## config.mk

```make
export PLATFORM = sky130hd
export DESIGN_NAME = burst_sram
export DESIGN_NICKNAME = d
export VERILOG_FILES = /design/src/rtl/burst_sram_pkg.sv /design/src/rtl/burst_sram_addr.sv /design/src/rtl/burst_sram_wctl.sv /design/src/rtl/burst_sram_array.sv /design/src/rtl/burst_sram.sv
export SDC_FILE = /design/constraint.sdc
export NUM_CORES = 2
export LEC_CHECK = 0
export BUFFER_PORTS_ARGS = -buffer_cell sky130_fd_sc_hd__buf_2
export CAP_MARGIN = 20
export CORE_ASPECT_RATIO = 0.7
export CORE_MARGIN = 2
export CORE_UTILIZATION = 25
export DETAILED_ROUTE_END_ITERATION = 10
export GPL_ROUTABILITY_DRIVEN = 0
export PLACE_DENSITY = 0.35
export SKIP_LAST_GASP = 1
export SLEW_MARGIN = 10
export SYNTH_ARGS = -nofsm -noshare
export SYNTH_HDL_FRONTEND = slang
export SYNTH_HIERARCHICAL = 1
export SYNTH_SLANG_ARGS = --single-unit
export TNS_END_PERCENT = 30
```

## constraint.sdc

```tcl
create_clock -name clk_i -period 4.34 [get_ports clk_i]
set_input_delay 0.868 -clock clk_i [delete_from_list [all_inputs] [get_ports clk_i]]
set_output_delay 0.868 -clock clk_i [all_outputs]
set_load 0.01 [all_outputs]
```

## src/rtl/burst_sram_pkg.sv

```systemverilog
package burst_sram_pkg;
  // beat offset inside the four-word block
  function automatic logic [1:0] beat_offset(logic [1:0] start, logic [1:0] beat, logic lin);
    return lin ? 2'(start + beat) : (start ^ beat);
  endfunction
endpackage

```

## src/rtl/burst_sram_addr.sv

```systemverilog
module burst_sram_addr
  import burst_sram_pkg::*;
#(
  parameter int ADDR_W = 8
) (
  input  logic              clk_i,
  input  logic              rst_ni,
  input  logic              run_i,
  input  logic              en_ni,
  input  logic              sel_i,
  input  logic              sel_ni,
  input  logic              ld_cpu_ni,
  input  logic              ld_ctl_ni,
  input  logic              adv_ni,
  input  logic              lin_order_i,
  input  logic [ADDR_W-1:0] addr_i,
  output logic              acc_o,
  output logic [ADDR_W-1:0] acc_addr_o,
  output logic [1:0]        cnt_o,
  output logic              act_o
);
  logic [ADDR_W-1:0] base_q, base_n;
  logic [1:0]        cnt_q, cnt_n;
  logic              act_q, act_n;
  logic              load, pick;

  always_comb begin
    load   = !ld_ctl_ni || (!ld_cpu_ni && !en_ni);
    pick   = !en_ni && sel_i && !sel_ni;
    base_n = base_q;
    cnt_n  = cnt_q;
    act_n  = act_q;
    if (load) begin
      base_n = addr_i;
      cnt_n  = '0;
      act_n  = pick;
    end else if (act_q && !adv_ni) begin
      cnt_n = cnt_q + 2'd1;
    end
  end

  assign acc_o      = act_n;
  assign acc_addr_o = {base_n[ADDR_W-1:2], beat_offset(base_n[1:0], cnt_n, lin_order_i)};
  assign cnt_o      = cnt_q;
  assign act_o      = act_q;

  always_ff @(posedge clk_i or negedge rst_ni) begin
    if (!rst_ni) begin
      base_q <= '0;
      cnt_q  <= '0;
      act_q  <= 1'b0;
    end else if (run_i) begin
      base_q <= base_n;
      cnt_q  <= cnt_n;
      act_q  <= act_n;
    end
  end
endmodule

```

## src/rtl/burst_sram_wctl.sv

```systemverilog
module burst_sram_wctl #(
  parameter int BYTES = 2
) (
  input  logic             wr_all_ni,
  input  logic             wr_byte_ni,
  input  logic [BYTES-1:0] byte_sel_ni,
  output logic             wr_o,
  output logic [BYTES-1:0] mask_o
);
  assign wr_o = !wr_all_ni || !wr_byte_ni;

  for (genvar k = 0; k < BYTES; k++) begin : g_mask
    assign mask_o[k] = !wr_all_ni || (!wr_byte_ni && !byte_sel_ni[k]);
  end
endmodule

```

## src/rtl/burst_sram_array.sv

```systemverilog
module burst_sram_array #(
  parameter int ADDR_W = 8,
  parameter int BYTES  = 2,
  parameter int BYTE_W = 8
) (
  input  logic                    clk_i,
  input  logic                    rst_ni,
  input  logic                    run_i,
  input  logic                    acc_i,
  input  logic                    wr_i,
  input  logic [BYTES-1:0]        mask_i,
  input  logic [ADDR_W-1:0]       addr_i,
  input  logic [BYTES*BYTE_W-1:0] wdata_i,
  output logic [BYTES*BYTE_W-1:0] rdata_o,
  output logic                    rvalid_o
);
  localparam int DEPTH = 1 << ADDR_W;

  logic rd_en;
  logic rvalid_q;

  assign rd_en = run_i && acc_i && !wr_i;

  for (genvar k = 0; k < BYTES; k++) begin : g_lane
    logic [BYTE_W-1:0] mem_q [DEPTH];
    logic [BYTE_W-1:0] rd_q;

    always_ff @(posedge clk_i) begin
      if (run_i && acc_i && wr_i && mask_i[k]) mem_q[addr_i] <= wdata_i[k*BYTE_W +: BYTE_W];
      if (rd_en) rd_q <= mem_q[addr_i];
    end

    assign rdata_o[k*BYTE_W +: BYTE_W] = rd_q;
  end

  always_ff @(posedge clk_i or negedge rst_ni) begin
    if (!rst_ni)    rvalid_q <= 1'b0;
    else if (run_i) rvalid_q <= rd_en;
  end

  assign rvalid_o = rvalid_q;
endmodule

```

## src/rtl/burst_sram.sv

```systemverilog
module burst_sram #(
  parameter int ADDR_W = 8,
  parameter int BYTES  = 2,
  parameter int BYTE_W = 8
) (
  input  logic                    clk_i,
  input  logic                    rst_ni,
  input  logic                    sleep_i,
  input  logic                    en_ni,
  input  logic                    sel_i,
  input  logic                    sel_ni,
  input  logic                    ld_cpu_ni,
  input  logic                    ld_ctl_ni,
  input  logic                    adv_ni,
  input  logic                    lin_order_i,
  input  logic [ADDR_W-1:0]       addr_i,
  input  logic                    wr_all_ni,
  input  logic                    wr_byte_ni,
  input  logic [BYTES-1:0]        byte_sel_ni,
  input  logic [BYTES*BYTE_W-1:0] wdata_i,
  input  logic                    out_en_ni,
  output logic [BYTES*BYTE_W-1:0] rdata_o,
  output logic                    rvalid_o
);
  localparam int WORD_W = BYTES * BYTE_W;

  logic              run;
  logic              acc;
  logic [ADDR_W-1:0] acc_addr;
  logic [1:0]        burst_cnt;
  logic              burst_act;
  logic              wr;
  logic [BYTES-1:0]  mask;
  logic [WORD_W-1:0] rd_data;
  logic              rd_valid;

  assign run = !sleep_i;

  burst_sram_addr #(.ADDR_W(ADDR_W)) u_addr (
    .clk_i      (clk_i),
    .rst_ni     (rst_ni),
    .run_i      (run),
    .en_ni      (en_ni),
    .sel_i      (sel_i),
    .sel_ni     (sel_ni),
    .ld_cpu_ni  (ld_cpu_ni),
    .ld_ctl_ni  (ld_ctl_ni),
    .adv_ni     (adv_ni),
    .lin_order_i(lin_order_i),
    .addr_i     (addr_i),
    .acc_o      (acc),
    .acc_addr_o (acc_addr),
    .cnt_o      (burst_cnt),
    .act_o      (burst_act)
  );

  burst_sram_wctl #(.BYTES(BYTES)) u_wctl (
    .wr_all_ni  (wr_all_ni),
    .wr_byte_ni (wr_byte_ni),
    .byte_sel_ni(byte_sel_ni),
    .wr_o       (wr),
    .mask_o     (mask)
  );

  burst_sram_array #(.ADDR_W(ADDR_W), .BYTES(BYTES), .BYTE_W(BYTE_W)) u_array (
    .clk_i   (clk_i),
    .rst_ni  (rst_ni),
    .run_i   (run),
    .acc_i   (acc),
    .wr_i    (wr),
    .mask_i  (mask),
    .addr_i  (acc_addr),
    .wdata_i (wdata_i),
    .rdata_o (rd_data),
    .rvalid_o(rd_valid)
  );

  // output gate acts without a clock
  assign rvalid_o = rd_valid && !out_en_ni;
  assign rdata_o  = rvalid_o ? rd_data : '0;
endmodule

```

==> results by group <==
Power
  • Cell area power density: 478 nW/um^2
  • Leak pwr: 60.9 nW
  • Peak VDD IR: 0.314 mV

Critical path
  • WS Path Type: reg2reg
  • CP max stage delay: 670 ps
  • Crit Path Max Fanout: 15
  • Worst path bufs/invs: 6
  • Critical-path cell list: nor2b_4 > xnor2_2 > nor2_2 > ha_4 > nand2_1 > xnor2_4 > buf_12 > buf_12 > buf_12 > buf_4 > mux4_2 > a22oi_1 > buf_4 > a21oi_1 > o41ai_4 > buf_4 > nand4_1
  • Top Family by Delay on Critical Path: buffers and inverters
  • Critical Path Sink Type: flop
  • Worst path required time: 5120 ps
  • Slowest-stage cell, CP: o41ai_4
  • Startpoint types: flop
  • Arrival time at the worst endpoint: 5040 ps

Place
  • Placed Cells: 16400
  • I/O Buffers: 55
  • Dpl hpwl: 333000 um
  • DP Worst Slack: -1360 ps

Floorplan
  • Die ar.: 637000 um^2
  • Std-Cell Rows: 243
  • Initial Util: 25.1%
  • Io pins: 56
  • Die Ht: 668 um
  • Width of the die: 953 um
  • Placeable Area: 627000 um^2

Synth
  • Synth cell count leaders: 4112 x edfxtp_1, 1024 x mux4_2, 526 x nor2_1
  • Post-synthesis cell type count: 30
  • Top-count cell post-synth: edfxtp_1
  • Synth warn: 6
  • Post-synth EDFFs: 4112
  • Mapped Nets: 7158
  • Leading area contributor after synthesis: edfxtp_1
  • Fraction of registers with async set/reset: 0.291%
  • Netlist Area Pre-Place: 158000 um^2
  • Synth area leaders: edfxtp_1 78%, mux4_2 15%, a22oi_1 2.4%
  • Syn Inst Count: 7118
  • Yosys top cell area share: 78.4%
  • Seq/Total Area, Yosys: 78.6%
  • Predominant post-synthesis flop cell: edfxtp_1
  • FF+latch count, synth: 4124
  • Avg Cell Area, Syn: 22.1 um^2

CTS
  • Clk_lat worst skew: 1050 ps
  • CTS tree: built
  • Maximum clock path buffer count: 4
  • TritonCTS Sinks: 4124
  • Root buffer cell: clkbuf_16
  • Worst-path clk slew: 60 ps
  • Htree depth: 5
  • CTS Buf Count: 421

Layout
  • Area Overhead vs Synth: 23.1%
  • Share of cells above drive strength 1: 36.0%
  • Final net count: 8580
  • Finished Core Util: 30.9%
  • Final non-filler cell total: 17300

Global route
  • Initial antenna violation count: 52
  • First-pass GRT wire length: 699000 um
  • Gr ovfl total: 0
  • GRT Util Overall: 15.6%
  • Vias in the first global route: 82700
  • Largest net degree at the start of global routing: 149

STA
  • Slew Limit Fails: 0
  • Tmin final: 4260 ps
  • Max transition margin: 10.9%
  • PnR worst setup slack: 81.9 ps
  • Setup violators final: 0
  • Final period util: 98.1%
  • Least-Margin Pin Slew: 1340 ps
  • Max Clk Rate: 235 MHz
  • Skew final: 52.2 ps
  • Final count of hold timing violations: 0
  • Setup TNS: 0 ps
  • RSZ-0062 raised after global routing: true

Run status
  • Status: finished, final reports clean

Routing
  • First drt pass iteration count: 5
  • DR WL/cell: 29.6 um
  • Drt via density: 4.62
  • Drt drc: 0
  • Routed WL: 511000 um
  • Final ANT Viol Nets: 0
  • Initial DRC count: 7862
  • DR vias: 79800

Worst hold path
  • Hold/Removal Path Class: in2reg

Flow run
  • # Max-Cap Violations: 0
-- path summary, 6_finish.rpt --
kind                                       start                   endpoint  slack (ps)  cells after the start
worst min register to register  u_addr/base_q[3]           u_addr/base_q[3]         500                      1
worst min-delay path                   addr_i[7]           u_addr/base_q[7]         130                      2
worst max register to register      u_addr/act_o  u_array/g_lane[0].rd_q[4]          80                     17
min in group asynchronous                 rst_ni           u_array/rvalid_o         260                      2
max in group asynchronous                 rst_ni           u_addr/base_q[0]        3830                      2
worst max-delay path                u_addr/act_o  u_array/g_lane[0].rd_q[4]          80                     17
-- kinds of logic (layout without fill, tap and decap cells) --
kind of cell             count (synthesis)  count (layout)  synth area share, %
AND/OR/NAND/NOR                        631             631                 1.62
other                                    0              37                    0
adder cells (fa/ha/maj)                  1               1              0.00794
flip-flops                            4124            4124                 78.6
AO/OA/AOI/OAI                          841             841                 3.65
multiplexers                          1041            1041                 14.8
XOR/XNOR                                 4               4               0.0222
buffers and inverters                  476            2247                 1.38
-- cell usage in the layout (no fill, tap or decap), types with 18 or more instances in the layout --
master	count
edfxtp_1	4112
buf_4	1202
mux4_2	1024
nor2_1	522
a22oi_1	497
clkbuf_16	430
a21oi_1	252
buf_12	189
clkinv_1	107
clkbuf_1	84
clkinv_2	73
buf_2	41
bufinv_16	39
o41ai_2	38
diode_2	37
nand2_1	36
nand4_1	18
-- routing by layer --
metal	share of wire, %	wire (um)	up-vias	global-route usage (%)
li1	-	-	33200	-
met1	48	246000	43800	23.6
met2	43	220000	2167	22.9
met3	6.7	34100	580	3.42
met4	2.1	10800	8	3.53
met5	0.016	82	-	0.0452
-- worst reg2reg max path, stage by stage (launching register included) --
cell	delay (ps)
dfrtp_1	410
nor2b_4	160
xnor2_2	150
nor2_2	150
ha_4	140
nand2_1	130
xnor2_4	190
buf_12	150
buf_12	200
buf_12	260
buf_4	180
mux4_2	290
a22oi_1	230
buf_4	180
a21oi_1	210
o41ai_4	670
buf_4	240
nand4_1	90
-- per-stage QoR --
step	hold slack, ps	instance area, um^2	power, mW
after detailed placement	490	180000	57.3
after global routing	54.4	194000	96.1
after CTS	8.25	194000	94.2
after global placement	486	180000	57.3
final	126	194000	92.7
after floorplan	475	158000	50.8
-- state kept, by name (all words and copies together) (netlist names) --
name,cells
u_addr/base_q,8
u_addr/cnt_o,2
u_array/g_lane.rd_q,16
u_array/rvalid_o,1
u_addr/act_o,1
u_array/g_lane.mem_q,4096
-- layout make-up --
class	count	area (um^2)
diodes	37	92.6
clock buffers	517	11100
clock inverters	255	2360
fillers	60400	433000
inverters	4	15.0
multi-input cells	2518	32500
flip-flops and latches	4124	124000
well taps	8330	10400
repair buffers	1471	13600
-- power by group --
| part | internal (mW) | leakage (nW) | total, mW | switching (mW) |
|---|---|---|---|---|
| Combinational | 5.37 | 17.3 | 12.6 | 7.19 |
| Sequential | 43.8 | 37.1 | 43.9 | 0.0182 |
| Clock | 20.5 | 6.58 | 36.3 | 15.9 |
| Total | 69.7 | 60.9 | 92.7 | 23.1 |
-- what timing repair did --
item,4_1_cts,5_1_grt
pin swaps,10,3
endpoints found under the setup margin,16,16
hold endpoints to repair,18,0
gates resized for setup,56,13
hold buffers,7,0
buffers inserted,4,1
gates cloned,1,1
Note: power is estimated with default switching activity, not from simulation.
